[config.mk]
export PLATFORM = sky130hd
export DESIGN_NAME = ivl_timer
export DESIGN_NICKNAME = d
export VERILOG_FILES = /design/src/rtl/ivl_timer_pkg.sv /design/src/rtl/ivl_timer_regs.sv /design/src/rtl/ivl_timer_count.sv /design/src/rtl/ivl_timer.sv
export SDC_FILE = /design/constraint.sdc
export NUM_CORES = 1
export LEC_CHECK = 0
export BUFFER_PORTS_ARGS = -buffer_cell sky130_fd_sc_hd__buf_2
export CAP_MARGIN = 0
export CORE_ASPECT_RATIO = 0.9
export CORE_MARGIN = 10
export CORE_UTILIZATION = 35
export DETAILED_ROUTE_END_ITERATION = 8
export GPL_ROUTABILITY_DRIVEN = 0
export PLACE_DENSITY = 0.59
export SLEW_MARGIN = 20
export SYNTH_ARGS = -nofsm -noshare
export SYNTH_HDL_FRONTEND = slang
export SYNTH_HIERARCHICAL = 1
export SYNTH_SLANG_ARGS = --single-unit
[constraint.sdc]
create_clock -name clk -period 2.1 [get_ports clk]
set_input_delay 0.42 -clock clk [delete_from_list [all_inputs] [get_ports clk]]
set_output_delay 0.42 -clock clk [all_outputs]
set_load 0.02 [all_outputs]
[src/rtl/ivl_timer_pkg.sv]
// Package: shared word selects and bit positions for the interval timer.
// Assumes a four-word register space addressed by a two-bit word index.
package ivl_timer_pkg;

    typedef enum logic [1:0] {
        SEL_STAT = 2'd0,
        SEL_CTRL = 2'd1,
        SEL_PLO  = 2'd2,
        SEL_PHI  = 2'd3
    } reg_sel_e;

    // control bit positions
    localparam int CB_IRQEN = 0;
    localparam int CB_CONT  = 1;
    localparam int CB_START = 2;
    localparam int CB_STOP  = 3;

    // status bit positions
    localparam int SB_TMO = 0;
    localparam int SB_RUN = 1;

    typedef struct packed {
        logic stat_wr;
        logic ctrl_wr;
        logic lo_wr;
        logic hi_wr;
    } wr_strobe_t;

endpackage

[src/rtl/ivl_timer_regs.sv]
// Module: register port of the interval timer.
// Decodes writes into strobes, holds control bits and the reload value,
// and returns registered read data one cycle after a read strobe.
// Assumes: HALF_W >= 4; DEFAULT_PERIOD fits in 2*HALF_W bits.
module ivl_timer_regs
    import ivl_timer_pkg::*;
#(
    parameter int          HALF_W          = 16,
    parameter int unsigned DEFAULT_PERIOD  = 100,
    parameter bit          PERIOD_WRITABLE = 1'b1
) (
    input  logic                clk,
    input  logic                rst_n,
    input  logic                bus_wr,
    input  logic                bus_rd,
    input  logic [1:0]          bus_addr,
    input  logic [HALF_W-1:0]   bus_wdata,
    input  logic                timeout_i,
    input  logic                running_i,
    output logic [HALF_W-1:0]   bus_rdata,
    output logic                irq_en_o,
    output logic                cont_o,
    output logic                start_o,
    output logic                stop_o,
    output logic                clear_o,
    output logic                reload_o,
    output logic [2*HALF_W-1:0] period_o,
    output logic [2*HALF_W-1:0] reload_val_o
);
    localparam int                CNT_W = 2 * HALF_W;
    localparam logic [CNT_W-1:0]  DEF_P = CNT_W'(DEFAULT_PERIOD);

    wr_strobe_t          stb;
    logic [CNT_W-1:0]    period_q;
    logic [HALF_W-1:0]   rd_mux;

    // Decode the write strobe into one pulse per register word.
    always_comb begin
        stb         = '0;
        stb.stat_wr = bus_wr && (reg_sel_e'(bus_addr) == SEL_STAT);
        stb.ctrl_wr = bus_wr && (reg_sel_e'(bus_addr) == SEL_CTRL);
        stb.lo_wr   = bus_wr && (reg_sel_e'(bus_addr) == SEL_PLO);
        stb.hi_wr   = bus_wr && (reg_sel_e'(bus_addr) == SEL_PHI);
    end

    assign start_o  = stb.ctrl_wr && bus_wdata[CB_START];
    assign stop_o   = stb.ctrl_wr && bus_wdata[CB_STOP];
    assign clear_o  = stb.stat_wr;
    assign reload_o = stb.lo_wr || stb.hi_wr;

    // Hold the interrupt-enable and repeating-mode bits.
    always_ff @(posedge clk) begin
        if (!rst_n) begin
            irq_en_o <= 1'b0;
            cont_o   <= 1'b0;
        end else if (stb.ctrl_wr) begin
            irq_en_o <= bus_wdata[CB_IRQEN];
            cont_o   <= bus_wdata[CB_CONT];
        end
    end

    generate
        if (PERIOD_WRITABLE) begin : g_period_rw
            logic [CNT_W-1:0] period_d;

            // Merge a written half into the next reload value.
            always_comb begin
                period_d = period_q;
                if (stb.lo_wr) period_d[HALF_W-1:0]     = bus_wdata;
                if (stb.hi_wr) period_d[CNT_W-1:HALF_W] = bus_wdata;
            end

            // Store the reload value.
            always_ff @(posedge clk) begin
                if (!rst_n) period_q <= DEF_P;
                else        period_q <= period_d;
            end

            assign reload_val_o = period_d;
        end else begin : g_period_fixed
            assign period_q     = DEF_P;
            assign reload_val_o = DEF_P;
        end
    endgenerate

    assign period_o = period_q;

    // Select the addressed word; undefined bits stay zero.
    always_comb begin
        rd_mux = '0;
        case (reg_sel_e'(bus_addr))
            SEL_STAT: begin
                rd_mux[SB_TMO] = timeout_i;
                rd_mux[SB_RUN] = running_i;
            end
            SEL_CTRL: begin
                rd_mux[CB_IRQEN] = irq_en_o;
                rd_mux[CB_CONT]  = cont_o;
            end
            SEL_PLO: rd_mux = period_q[HALF_W-1:0];
            SEL_PHI: rd_mux = period_q[CNT_W-1:HALF_W];
            default: rd_mux = '0;
        endcase
    end

    // Capture read data on a read strobe.
    always_ff @(posedge clk) begin
        if (!rst_n)      bus_rdata <= '0;
        else if (bus_rd) bus_rdata <= rd_mux;
    end

endmodule

[src/rtl/ivl_timer_count.sv]
// Module: down counter, run state and timeout flag of the interval timer.
// Steps down while running; at zero it sets the flag and reloads.
// A reload request wins over the terminal reload. A new timeout wins over
// a clear on the same edge. Assumes the request inputs are single-cycle pulses.
module ivl_timer_count #(
    parameter int          CNT_W          = 32,
    parameter int unsigned DEFAULT_PERIOD = 100,
    parameter bit          HAS_START_STOP = 1'b1
) (
    input  logic             clk,
    input  logic             rst_n,
    input  logic             start_i,
    input  logic             stop_i,
    input  logic             reload_i,
    input  logic             clear_i,
    input  logic             cont_i,
    input  logic [CNT_W-1:0] period_i,
    input  logic [CNT_W-1:0] reload_val_i,
    output logic             running_o,
    output logic             timeout_o,
    output logic [CNT_W-1:0] count_o
);
    localparam logic [CNT_W-1:0] DEF_P = CNT_W'(DEFAULT_PERIOD);

    logic terminal;

    assign terminal = running_o && (count_o == '0);

    // Step, reload on timeout, or reload on a reload-value write.
    always_ff @(posedge clk) begin
        if (!rst_n)        count_o <= DEF_P;
        else if (reload_i) count_o <= reload_val_i;
        else if (terminal) count_o <= period_i;
        else if (running_o) count_o <= count_o - 1'b1;
    end

    // Sticky timeout flag; setting beats clearing.
    always_ff @(posedge clk) begin
        if (!rst_n)        timeout_o <= 1'b0;
        else if (terminal) timeout_o <= 1'b1;
        else if (clear_i)  timeout_o <= 1'b0;
    end

    generate
        if (HAS_START_STOP) begin : g_ss
            // Run state with start/stop control; stop beats start.
            always_ff @(posedge clk) begin
                if (!rst_n)                    running_o <= 1'b0;
                else if (reload_i || stop_i)   running_o <= 1'b0;
                else if (start_i)              running_o <= 1'b1;
                else if (terminal && !cont_i)  running_o <= 1'b0;
            end
        end else begin : g_free
            // Run state without start/stop control.
            always_ff @(posedge clk) begin
                if (!rst_n)                    running_o <= 1'b1;
                else if (reload_i)             running_o <= 1'b1;
                else if (terminal && !cont_i)  running_o <= 1'b0;
            end
        end
    endgenerate

endmodule

[src/rtl/ivl_timer.sv]
// Module: top of the interval timer.
// Joins the register port and the counter; irq is the timeout flag gated
// by the interrupt enable, with no register in between.
// Assumes a synchronous active-low reset and a single clock.
module ivl_timer #(
    parameter int          HALF_W          = 16,
    parameter int unsigned DEFAULT_PERIOD  = 100,
    parameter bit          PERIOD_WRITABLE = 1'b1,
    parameter bit          HAS_START_STOP  = 1'b1
) (
    input  logic              clk,
    input  logic              rst_n,
    input  logic              bus_wr,
    input  logic              bus_rd,
    input  logic [1:0]        bus_addr,
    input  logic [HALF_W-1:0] bus_wdata,
    output logic [HALF_W-1:0] bus_rdata,
    output logic              irq
);
    localparam int CNT_W = 2 * HALF_W;

    logic             irq_en, cont, start_p, stop_p, clear_p, reload_p;
    logic             tmo, run;
    logic [CNT_W-1:0] period, reload_val, cnt;

    ivl_timer_regs #(
        .HALF_W          (HALF_W),
        .DEFAULT_PERIOD  (DEFAULT_PERIOD),
        .PERIOD_WRITABLE (PERIOD_WRITABLE)
    ) u_regs (
        .clk          (clk),
        .rst_n        (rst_n),
        .bus_wr       (bus_wr),
        .bus_rd       (bus_rd),
        .bus_addr     (bus_addr),
        .bus_wdata    (bus_wdata),
        .timeout_i    (tmo),
        .running_i    (run),
        .bus_rdata    (bus_rdata),
        .irq_en_o     (irq_en),
        .cont_o       (cont),
        .start_o      (start_p),
        .stop_o       (stop_p),
        .clear_o      (clear_p),
        .reload_o     (reload_p),
        .period_o     (period),
        .reload_val_o (reload_val)
    );

    ivl_timer_count #(
        .CNT_W          (CNT_W),
        .DEFAULT_PERIOD (DEFAULT_PERIOD),
        .HAS_START_STOP (HAS_START_STOP)
    ) u_cnt (
        .clk          (clk),
        .rst_n        (rst_n),
        .start_i      (start_p),
        .stop_i       (stop_p),
        .reload_i     (reload_p),
        .clear_i      (clear_p),
        .cont_i       (cont),
        .period_i     (period),
        .reload_val_i (reload_val),
        .running_o    (run),
        .timeout_o    (tmo),
        .count_o      (cnt)
    );

    assign irq = tmo && irq_en;

endmodule

### After elaboration in Yosys (flattened, before gate mapping)

Cells that the tools add are included.

| operators by class | value |
|---|---|
| reductions and logical operators | 18 |
| eq/ne operators | 3 |
| mux-type cells | 11 |
| bitwise operators | 1 |
| $add $sub $neg | 1 |

Operator list:

| operator | number |
|---|---|
| $mux 32 | 3 |
| $logic_not 32->1 | 1 |
| $mux 16 | 2 |
| $sub 32x1->32 const B | 1 |
| $pmux 14 s2 | 1 |
| $logic_and 1x1->1 | 9 |
| $pmux 2 s4 | 1 |
| $eq 2x2->1 const B | 2 |
| $mux 1 | 4 |
| $reduce_bool 2->1 | 2 |
| $reduce_bool 3->1 | 1 |
| $eq 2x1->1 const B | 1 |
| $logic_not 2->1 | 1 |
| $logic_or 1x1->1 | 2 |
| $reduce_or 2->1 | 1 |
| $logic_not 1->1 | 1 |
| $not 1->1 | 1 |

| word-level totals | value |
|---|---|
| logic and storage cells | 41 |
| output and inout port bits | 17 |
| input bits | 22 |
| flip-flop bits (word level) | 84 |

### Logic depth before layout (Yosys ltp)

Gate-level depths: netlist (run 1).

| logic depth | value |
|---|---|
| depth in word-level cells | 5 |
| gate-level depth with buffers | 9 |
| mapped depth without buffers | 8 |

### Modules after synthesis

The synthesis (run 1) kept the hierarchy.

Modules (own cells, without submodules):

| module | cells an instance | area each (µm²) | seq. area each (µm²) | instances |
|---|---|---|---|---|
| ivl_timer_count | 307 | 2292.2 | 680.7 | 1 |
| ivl_timer_regs | 203 | 2263.4 | 1001.0 | 1 |
| ivl_timer | 1 | 6.3 | 0.0 | 1 |

### Worst setup path before layout (run 1)

Ideal clock, no wire load.

| path | value |
|---|---|
| kind | register -> register |
| start | register u_cnt.count_o[0] |
| end | register u_cnt.count_o[28] |
| slack | -65 ps |
| cell stages (with the launch flop) | 9 |
| library setup time | 120 ps |
| arrival | 2045 ps |
| buffers on the path | 0 |
| cells stage by stage | dfxtp_1 -> inv_1 -> ha_1 -> nor4b_1 -> and2_1 -> nand4_1 -> or2_2 -> a211oi_1 -> nor2_1 |

| on the way | value |
|---|---|
| word-level cells in the longest chain between the ends | 4 |
| elaborated cells between the ends (all ways) | 7 |

RTL lines:

| item | RTL line | text |
|---|---|---|
| start: declaration | ivl_timer_count.sv:21 | `output logic [CNT_W-1:0] count_o` |
| start signal: assignment | ivl_timer_count.sv:32 | `else if (reload_i) count_o <= reload_val_i;` |
| start signal: assignment | ivl_timer_count.sv:33 | `else if (terminal) count_o <= period_i;` |
| start signal: assignment | ivl_timer_count.sv:34 | `else if (running_o) count_o <= count_o - 1'b1;` |
| $sub 32x1->32 or $logic_not 32->1 (tied branches) | ivl_timer_count.sv:34, ivl_timer_count.sv:27 |  |
| $mux 32 or $logic_and 1x1->1 (tied branches) | ivl_timer_count.sv:34, ivl_timer_count.sv:27 |  |
| $mux 32 | ivl_timer_count.sv:33 |  |
| $mux 32 | ivl_timer_count.sv:32 |  |

Several ways; a longest one is shown, not always the timed one. The select of a mux whose other input is x is not followed.
A chain may end at the register's enable or synchronous reset.

### Worst setup path in the final report (run 1)

| path | value |
|---|---|
| start | register u_cnt.count_o[24] |
| end | register u_cnt.count_o[9] |

| on the way | value |
|---|---|
| word-level cells in the longest chain between the ends | 4 |
| elaborated cells between the ends (all ways) | 5 |

RTL lines:

| item | RTL line | text |
|---|---|---|
| $logic_not 32->1 * | ivl_timer_count.sv:27 | `assign terminal = running_o && (count_o == '0);` |
| $logic_and 1x1->1 * | ivl_timer_count.sv:27 |  |
| $mux 32 | ivl_timer_count.sv:33 |  |
| $mux 32 | ivl_timer_count.sv:32 |  |

Every way passes the cells marked *; elsewhere a longest branch is shown, timed or not.

==> results of run 1 <==
kinds of logic (layout without fill, tap and decap cells):
logic type / after synthesis / count (layout) / synth area share [%]
simple gates: 187 / 187 / 23.8
compound gates: 111 / 111 / 14.9
flops: 84 / 84 / 36.9
mux: 55 / 55 / 15.2
buf+inv: 53 / 140 / 5.13
xor+xnor: 20 / 20 / 3.84
fa+ha+maj: 1 / 1 / 0.274
critical path: stages, from the launching register on:
cell and delay [ns]:
dfxtp_1 0.30, or4_4 0.55, nor3_4 0.23, nand4_2 0.15
buf_6 0.17, nor2_4 0.23, buf_4 0.17, nor2_1 0.04
o22ai_1 0.12
sequential cells by signal, indices dropped and copies added (netlist names):
register,count
u_cnt/count_o,32
u_regs/period_o,32
u_regs/bus_rdata,16
u_cnt/running_o,1
u_cnt/timeout_o,1
u_regs/cont_o,1
u_regs/irq_en_o,1
stage by stage:
step | area [um2] | setup TNS (ns) | setup slack (ns) | total power [mW] | utilization [%]
floorplan | 4570 | 0 | 0.0770 | 1.99 | -
global placement | 5240 | -0.0682 | -0.0251 | 2.16 | 41.2
detailed placement | 5240 | -0.370 | -0.0788 | 2.16 | 41.2
CTS | 5550 | 0 | 0.00257 | 3.64 | 43.6
global route | 5740 | -0.0153 | -0.0133 | 3.77 | 45.0
finish | 5740 | 0 | 0.0655 | 3.65 | 45.0
repair_timing:
| action | CTS | global route |
|---|---|---|
| pin swaps | 6 | 12 |
| resized for setup | 5 | 30 |
| endpoints found under the setup margin | 9 | 23 |
| setup buffers | 1 | 8 |
| gates cloned | 0 | 0 |
cell type report:
class / instances / area [um2]
Fill cell: 1201 / 7000
Multi-Input combinational cell: 374 / 2800
Sequential cell: 84 / 1680
Timing Repair Buffer: 102 / 694
Clock buffer: 13 / 260
Tap cell: 164 / 205
Inverter: 23 / 86.3
Clock inverter: 2 / 10.0
cell usage in the layout (no fill, tap or decap), types with 3 or more instances in the layout:
cell type  instances
xnor2_1           10
o211ai_1           6
o21ai_0           23
a211oi_1           4
nand4_1            5
buf_4             60
o31ai_1            4
and3_1            21
or2_2              4
and2_1            48
nand2_1           19
nor4_2             5
nor2_1            30
mux2_2            13
nand3_1            8
inv_1             21
clkbuf_16          9
xor2_1            10
nor3_1            14
buf_6              3
o22ai_1           19
dfxtp_1           83
a21oi_1           35
mux2i_1           20
nor3_2             3
buf_2             38
nor4_1             4
mux2_4            20
power by group through the flow:
stage / logic [mW] / clock network, mW / registers (mW)
after global placement: 0.444 / 0 / 1.71
after global routing: 0.515 / 1.56 / 1.69
final: 0.481 / 1.48 / 1.68
after floorplan: 0.276 / 0 / 1.71
after CTS: 0.456 / 1.50 / 1.68
after detailed placement: 0.449 / 0 / 1.71
worst paths after layout:
kind	from	end	slack [ns]	cells past startpoint
min reg2reg	u_regs/bus_rdata[0]	u_regs/bus_rdata[0]	0.50	2
min	bus_wdata[0]	u_regs/irq_en_o	0.36	3
max reg2reg	u_cnt/count_o[24]	u_cnt/count_o[9]	0.07	8
max	u_cnt/count_o[24]	u_cnt/count_o[9]	0.07	8
metal layers:
layer | GRT usage [%] | up-vias
li1 | - | 1996
met1 | 20.0 | 2069
met2 | 25.0 | 124
met3 | 3.22 | 22
met4 | 5.83 | 0
met5 | 0 | -
==> flow_summary_export.csv, run 1 <==
group,metric,value,unit
cts,cts_buffers,9,
route,met1_length,6610,um
global_routing,grt_usage,15.5,%
synthesis,synth_nets,534,
timing,hold_ws,0.364,ns
synthesis,syn-cell-area,0.00456,mm2
pwr,ir_drop,349,uV
timing,tightest_slew,0.529,ns
route,dr.max_layer_used,"met4",
pwr,power_switching,0.932,mW
die,rows,39,
synthesis,synth_top_cells_by_count,"dfxtp_1 (84), and2_1 (48), a21oi_1 (35)",
route,route.met3.wl,777,um
global_routing,antenna_found_initial,0,
synthesis,ys_top_cells_by_area,"dfxtp_1 (37%), and2_1 (6.6%), mux2_4 (6.6%)",
route,wl_met2,6780,um
final_layout,layout-drive-gt1-share,31.8,%
global_routing,grt_max_degree,30,
cts,clk_latency,0.35,ns
pwr,pwr-share-clk,40.7,%
die,start_util,35.8,%
critical_path,crit_path_end_kind,"flip-flop",
timing,finalHoldViolCount,0,
timing,clock_skew,0.00547,ns
status,outcome,"finished, final reports clean",
route,vias,4211,
cts,cts-root-buf,"clkbuf_16",
hold_path,hold_path_class,"in2reg",
die,dieHeight,128,um
pwr,power.internal,2.72,mW
run,max_cap_viol_count,0,
global_routing,grt_pass1_wl,22400,um
timing,maxSlewViolCount,0,
timing,fin_crit_sh,96.9,%
timing,setup_violations,0,
die,dieArea,0.0180,mm2
critical_path,crit_path_start_kind,"flip-flop",
cts,clkTransAtPathRegs,0.06,ns
timing,max_slew_margin,64.7,%
cts,cts_sinks,84,
synthesis,synth_most_common_cell,"dfxtp_1",
route,drcViolationCount,0,
cts,htree_levels,3,
cts,cts_hold_buffers,0,
route,vias_per_cell,5.53,
synthesis,syn-mean-instance-area,8.93,um2
route,wire_per_inst,18.9,um
critical_path,worstPathArrival,2.31,ns
timing,min_period,2.03,ns
synthesis,synth_top_area_cell,"dfxtp_1",
synthesis,synth_cell_type_count,55,
pwr,seqPwrFrac,46.2,%
route,firstDrtPassIters,5,
synthesis,synth_cells,511,
synthesis,netlist.area_leader.share,36.9,%
die,design.core.area,0.0127,mm2
pwr,combPwrFrac,13.2,%
pwr,cellPowerDensity,636,mW/mm2
critical_path,path_max_fanout,7,
cts,cts_max_path_buffers,2,
synthesis,ys_ff_latch,84,
route,drt_iter0_markers,312,
synthesis,ys_seq_area_share,36.9,%
placement,dp.cells,738,
pwr,p_sw_share,25.5,%
synthesis,async_flop_share,0,%
timing,rsz0062_at_grt,"true",
final_layout,stdcell_count,762,
final_layout,nets,617,
synthesis,synth_enable_flop_cells,0,
critical_path,path_class,"reg2reg",
timing,max_freq,492,MHz
final_layout,diodes,0,
synthesis,synth_warnings,6,
die,die_w,140,um
critical_path,worstPathRequired,2.38,ns
global_routing,grt-ovfl-total,0,
pwr,leakage,2.49,nW
synthesis,synth_flop_cell,"dfxtp_1",
placement,place_hpwl,10200,um
placement,io_buffers,38,
route,postRouteAntennaNets,0,
global_routing,grt_pass1_vias,4093,
final_layout,area_growth,25.7,%
die,io_pins,39,
route,wl,14400,um
cts,cts_tree,"yes",
Note: power is estimated with default switching activity, not from simulation.
==> run 2: changes to the inputs <==
--- a/config.mk
+++ b/config.mk
@@ -8,7 +8,7 @@
 export BUFFER_PORTS_ARGS = -buffer_cell sky130_fd_sc_hd__buf_2
 export CAP_MARGIN = 0
 export CORE_ASPECT_RATIO = 0.9
-export CORE_MARGIN = 10
+export CORE_MARGIN = 1
 export CORE_UTILIZATION = 35
 export DETAILED_ROUTE_END_ITERATION = 8
 export GPL_ROUTABILITY_DRIVEN = 0
==> flow_summary_export.csv, run 2 (same netlist as run 1, synthesis figures left out) <==
group,metric,value,unit
critical_path,worstPathRequired,2.35,ns
die,die_w,122,um
die,rows,39,
route,drcViolationCount,0,
critical_path,path_class,"reg2reg",
pwr,cellPowerDensity,661,mW/mm2
global_routing,grt_usage,20.8,%
critical_path,crit_path_start_kind,"flip-flop",
timing,maxSlewViolCount,0,
cts,clkTransAtPathRegs,0.07,ns
hold_path,hold_path_depth,2,
pwr,seqPwrFrac,44.0,%
run,max_cap_viol_count,0,
cts,cts_sinks,84,
cts,cts_hold_buffers,0,
final_layout,layout_common_cells,"dfxtp_1 (81), buf_4 (61), and2_1 (46)",
cts,cts_max_path_buffers,2,
final_layout,layout_commonest_cell,"dfxtp_1",
global_routing,grt-ovfl-total,0,
route,vias_per_cell,5.49,
global_routing,grt_pass1_wl,21100,um
cts,cts_tree,"yes",
timing,setup_tns,0,ns
pwr,combPwrFrac,12.7,%
hold_path,worstHoldStart,"rst_n",
pwr,leakage,2.51,nW
critical_path,r2r_start,"u_cnt/count_o[24]",
route,firstDrtPassIters,5,
pwr,power_switching,0.998,mW
cts,htree_levels,3,
timing,max_freq,488,MHz
timing,fin_crit_sh,97.7,%
critical_path,worst_r2r_path_depth,7,
cts,cts_buffers,9,
pwr,power.internal,2.83,mW
hold_path,min_to,"u_regs/period_o[0]",
route,postRouteAntennaNets,0,
critical_path,path_max_fanout,8,
global_routing,grt_max_degree,40,
pwr,pwr-share-clk,43.3,%
die,io_pins,39,
critical_path,reg2reg_setup_slack,0.05,ns
timing,fin_ws,0.0490,ns
final_layout,nets,617,
route,vias,4192,
route,wl,13600,um
pwr,total_power,3.83,mW
global_routing,grt_pass1_vias,3981,
final_layout,stdcell_count,763,
cts,clk_latency,0.34,ns
die,dieHeight,110,um
timing,rsz0062_at_grt,"true",
route,drt_iter0_markers,408,
timing,hold_ws,0.331,ns
die,design.core.area,0.0127,mm2
critical_path,worstPathArrival,2.30,ns
timing,finalHoldViolCount,0,
die,start_util,36.0,%
die,dieArea,0.0135,mm2
global_routing,antenna_found_initial,0,
route,wire_per_inst,17.8,um
status,outcome,"finished, final reports clean",
timing,setup_violations,0,
placement,pre_cts_slack,-0.0365,ns
critical_path,r2r_end,"u_cnt/count_o[21]",
cts,cts-root-buf,"clkbuf_16",
pwr,p_sw_share,26.1,%
final_layout,layout-drive-gt1-share,33.6,%
critical_path,crit_path_end_kind,"flip-flop",
hold_path,hold_path_class,"in2reg",
final_layout,diodes,0,
timing,clock_skew,0.00892,ns
placement,io_buffers,38,
timing,min_period,2.05,ns
timing,tightest_slew,0.578,ns
timing,max_slew_margin,61.4,%
placement,place_hpwl,9790,um
final_layout,area_growth,26.9,%
placement,dp.cells,736,
pwr,ir_drop,408,uV
==> run 2: cell count changes in the layout (fill, tap and decap cells not counted), moves of 2 or more <==
cell | previous run | this run
clkinvlp_4 | 0 | 2
dfxtp_1 | 83 | 81
nor4_2 | 5 | 7
o21ai_0 | 23 | 21
and2_1 | 48 | 46
buf_6 | 3 | 1
and2_4 | 1 | 4
clkinv_2 | 2 | 0
clkbuf_1 | 2 | 0
dfxtp_2 | 1 | 3
clkinv_4 | 0 | 2
==> run 2: worst max-delay path by stage <==
stage                     slack [ns]           endpoint               from  cells past startpoint
after floorplan                 0.08  u_cnt/count_o[11]  u_cnt/count_o[24]                      8
after detailed placement       -0.04  u_cnt/count_o[31]  u_cnt/count_o[24]                      6
after global routing           -0.06  u_cnt/count_o[21]  u_cnt/count_o[24]                      7
after CTS                     0.0008  u_cnt/count_o[21]   u_cnt/count_o[0]                      9
after global placement          0.03  u_cnt/count_o[29]  u_cnt/count_o[24]                      6
final                           0.05  u_cnt/count_o[21]  u_cnt/count_o[24]                      7
==> run 2: repair_timing <==
action / 4_1_cts / 5_1_grt
endpoints found under the hold margin: 0 / 0
gates resized for setup: 3 / 40
pin swaps: 2 / 17
setup buffers: 2 / 9
setup endpoints to repair: 5 / 23
gates cloned: 0 / 0
==> run 2: power groups by stage <==
stage | clock network (mW) | registers, mW | logic (mW)
after floorplan | 0 | 1.71 | 0.276
after global placement | 0 | 1.72 | 0.440
after detailed placement | 0 | 1.72 | 0.446
after CTS | 1.68 | 1.68 | 0.449
after global routing | 1.76 | 1.69 | 0.525
final | 1.66 | 1.69 | 0.486
==> run 2: cell type report <==
class / instances / area, um2
fill: 1224 / 6900
multi-input combinational: 374 / 2800
sequential: 84 / 1690
timing repair buffer: 102 / 699
clock buffer: 10 / 239
tap: 164 / 205
inverter: 23 / 86.3
clock inverter: 6 / 71.3
==> run 2: routing by layer <==
metal	vias to the layer above	wire length [um]	share of wire [%]	GRT usage (%)
li1	2004	-	-	-
met3	23	836	6.2	4.17
met2	134	6170	45	32.2
met4	0	276	2.0	8.10
met5	-	0	0	0
met1	2031	6310	46	28.4
==> run 2: critical path: stages (launching register included) <==
cell and delay (ns):
dfxtp_2 0.32, or4_4 0.55, nor3_4 0.24, nand4_2 0.17
buf_12 0.17, nor2_4 0.23, nor3_1 0.09, o31ai_1 0.20
==> run 2: stage by stage <==
stage | instance area [um2] | utilization (%)
after floorplan | 4570 | -
after global placement | 5240 | 41.3
after detailed placement | 5240 | 41.3
after CTS | 5580 | 44.0
after global routing | 5790 | 45.6
final | 5790 | 45.6
==> run 3: changes to the inputs <==
--- a/config.mk
+++ b/config.mk
@@ -5,14 +5,15 @@
 export SDC_FILE = /design/constraint.sdc
 export NUM_CORES = 1
 export LEC_CHECK = 0
+export ABC_AREA = 1
 export BUFFER_PORTS_ARGS = -buffer_cell sky130_fd_sc_hd__buf_2
 export CAP_MARGIN = 0
 export CORE_ASPECT_RATIO = 0.9
 export CORE_MARGIN = 1
 export CORE_UTILIZATION = 35
+export CTS_CLUSTER_SIZE = 14
 export DETAILED_ROUTE_END_ITERATION = 8
 export GPL_ROUTABILITY_DRIVEN = 0
-export PLACE_DENSITY = 0.59
 export SLEW_MARGIN = 20
 export SYNTH_ARGS = -nofsm -noshare
 export SYNTH_HDL_FRONTEND = slang
==> flow_summary_export.csv, run 3 <==
group,metric,value,unit
route,vias,4835,
route,vias_per_cell,4.85,
status,outcome,"finished, final reports clean",
pwr,combPwrFrac,17.4,%
route,drcViolationCount,0,
final_layout,fill_cells,1503,
global_routing,grtUsageMet3,3.51,%
final_layout,layout_common_cells,"nand2_1 (142), inv_1 (117), nor2_1 (115)",
route,postRouteAntennaNets,0,
die,rows,41,
final_layout,design_area,0.00585,mm2
synthesis,synth_top_area_cell,"dfxtp_1",
global_routing,grt-busiest-layer,"met2",
critical_path,critPathMaxStageDelay,0.33,ns
timing,rsz0062_at_grt,"false",
final_layout,nets,821,
pwr,p_sw_share,28.6,%
timing,tightest_slew,0.523,ns
critical_path,reg2reg_setup_slack,0.16,ns
route,wl,14500,um
synthesis,synth_flop_cell,"dfxtp_1",
cts,htree_levels,3,
cts,cts_tree,"yes",
final_layout,multi_input_area,0.00272,mm2
global_routing,grt-ovfl-total,0,
synthesis,synth_most_common_cell,"nand2_1",
pwr,pwr-share-clk,42.9,%
placement,place_hpwl,10800,um
route,wire_per_inst,14.5,um
synthesis,synth_warnings,6,
synthesis,synth_enable_flop_cells,0,
synthesis,ys_ff_latch,84,
cts,clkTransAtPathRegs,0.07,ns
global_routing,grt_max_degree,39,
run,max_cap_viol_count,0,
critical_path,r2r_start,"u_cnt/count_o[0]",
global_routing,grt_pass1_wl,23500,um
synthesis,ys_top_cells_by_area,"dfxtp_1 (33%), nand2_1 (11%), inv_1 (8.7%)",
synthesis,ys_seq_area_share,33.4,%
hold_path,worstHoldStart,"bus_wdata[14]",
pwr,leakage,2.88,nW
cts,cts_hold_buffers,0,
pwr,power.internal,3.13,mW
critical_path,path_class,"reg2reg",
final_layout,layout_commonest_cell,"nand2_1",
cts,post-cts-setup-buffers,0,
synthesis,synth_cells,761,
final_layout,layout-drive-gt1-share,15.6,%
cts,cts_sinks,84,
pwr,seqPwrFrac,39.7,%
die,io_pins,39,
critical_path,path_max_fanout,18,
hold_path,hold_path_class,"in2reg",
timing,min_period,1.94,ns
placement,dp.cells,980,
synthesis,async_flop_share,0,%
critical_path,worstPathArrival,2.17,ns
timing,maxSlewViolCount,0,
critical_path,slowest_stage,"dfxtp_1",
global_routing,grt_usage,20.6,%
timing,setup_violations,0,
placement,postPlaceCellArea,0.00550,mm2
synthesis,syn-mean-instance-area,6.61,um2
timing,clock_skew,0.00895,ns
synthesis,synth_top_cells_by_count,"nand2_1 (142), inv_1 (117), nor2_1 (117)",
timing,setup_tns,0,ns
die,dieArea,0.0149,mm2
die,start_util,35.9,%
placement,io_buffers,38,
critical_path,worst_r2r_path_depth,9,
pwr,power_switching,1.26,mW
global_routing,use_met2,33.1,%
synthesis,synth_nets,784,
critical_path,r2r_end,"u_cnt/count_o[6]",
critical_path,crit_path_start_kind,"flip-flop",
critical_path,crit_path_end_kind,"flip-flop",
critical_path,worstPathRequired,2.33,ns
pwr,cellPowerDensity,751,mW/mm2
die,dieHeight,116,um
synthesis,synth_cell_type_count,37,
route,firstDrtPassIters,5,
cts,cts_resized,0,
timing,max_freq,515,MHz
critical_path,crit_family,"simple AND/OR/NAND/NOR gates",
global_routing,antenna_found_initial,0,
pwr,ir_drop,400,uV
synthesis,netlist.area_leader.share,33.4,%
final_layout,diodes,0,
die,design.core.area,0.0140,mm2
cts,cts_max_path_buffers,2,
final_layout,area_growth,16.3,%
critical_path,worst-path-buf-inv,1,
hold_path,hold_path_depth,3,
synthesis,syn-cell-area,0.00503,mm2
final_layout,stdcell_count,996,
timing,finalHoldViolCount,0,
die,die_w,128,um
cts,clk_latency,0.34,ns
route,drt_iter0_markers,457,
final_layout,seq_area,0.00168,mm2
timing,max_slew_margin,65.1,%
cts,cts_buffers,9,
global_routing,grt_pass1_vias,4529,
timing,fin_crit_sh,92.5,%
cts,cts-root-buf,"clkbuf_16",
global_routing,use_met1,28.5,%
critical_path,crit_chain,"inv_1 > ha_1 > nand2_4 > nor2_8 > nand3_4 > nor2_8 > nand3_4 > o211ai_1 > nand2_1",
hold_path,min_to,"u_regs/period_o[30]",
==> run 3: changes by cell type in the layout (fill, tap and decap cells not counted), moves of 16 or more <==
cell and change:
nand2_1 +123, and3_1 -21, inv_1 +96, mux2_4 -20, mux2i_1 -20, nand3_1 +36, o21ai_1 +23, buf_4 -43
and2_1 -46, a22oi_1 +24, nand2_2 +16, nor2_1 +86
==> run 3: worst max path at each step <==
| stage | start | end | cells after the start |
|---|---|---|---|
| 6_report | u_cnt/count_o[0] | u_cnt/count_o[6] | 9 |
| 5_1_grt | u_cnt/count_o[0] | u_cnt/count_o[27] | 10 |
| 4_1_cts | u_cnt/count_o[0] | u_cnt/count_o[6] | 9 |
| 3_5_place_dp | u_cnt/count_o[0] | u_cnt/count_o[6] | 9 |
| 3_3_place_gp | u_cnt/count_o[0] | u_cnt/count_o[6] | 9 |
| 2_1_floorplan | bus_addr[0] | u_cnt/count_o[13] | 10 |
==> run 3: cell families after synthesis <==
family	after synthesis	synth area share, %
compound gates	140	16.5
buf+inv	153	12.6
fa+ha+maj	1	0.249
simple gates	364	33.9
flops	84	33.4
xor+xnor	19	3.31
==> run 3: per-stage QoR <==
stage	hold WS (ns)	power [mW]	setup WS, ns	util, %
final	0.362	4.39	0.157	41.8
after global routing	0.386	4.58	0.0138	41.8
after CTS	0.358	4.41	0.171	41.8
after detailed placement	0.458	2.53	0.202	39.3
after global placement	0.458	2.53	0.261	39.3
after floorplan	0.437	2.30	0.0533	-
==> run 3: routing by layer <==
layer	part of all wire [%]	vias up	routed length (um)
li1	-	2487	-
met1	49	2191	7140
met2	44	141	6430
met3	4.9	16	706
met4	1.3	0	193
met5	0	-	0
==> run 3: worst register-to-register path: stages, from the launching register on <==
cell and delay (ns):
dfxtp_1 0.33, inv_1 0.08, ha_1 0.26, nand2_4 0.12
nor2_8 0.18, nand3_4 0.13, nor2_8 0.28, nand3_4 0.18
o211ai_1 0.20, nand2_1 0.06
==> run 3: power groups by stage <==
stage	Combinational, mW	Sequential (mW)	Clock (mW)
2_1_floorplan	0.521	1.78	0
3_5_place_dp	0.752	1.78	0
6_report	0.763	1.74	1.89
5_1_grt	0.847	1.75	1.97
3_3_place_gp	0.751	1.78	0
4_1_cts	0.755	1.74	1.91
==> run 3: cell type report <==
class	count	area share, %
Clock buffer	11	4.15
Clock inverter	5	1.84
Inverter	119	7.68
Multi-Input combinational cell	524	46.5
Sequential cell	84	28.8
Tap cell	193	4.13
Timing Repair Buffer	60	6.93
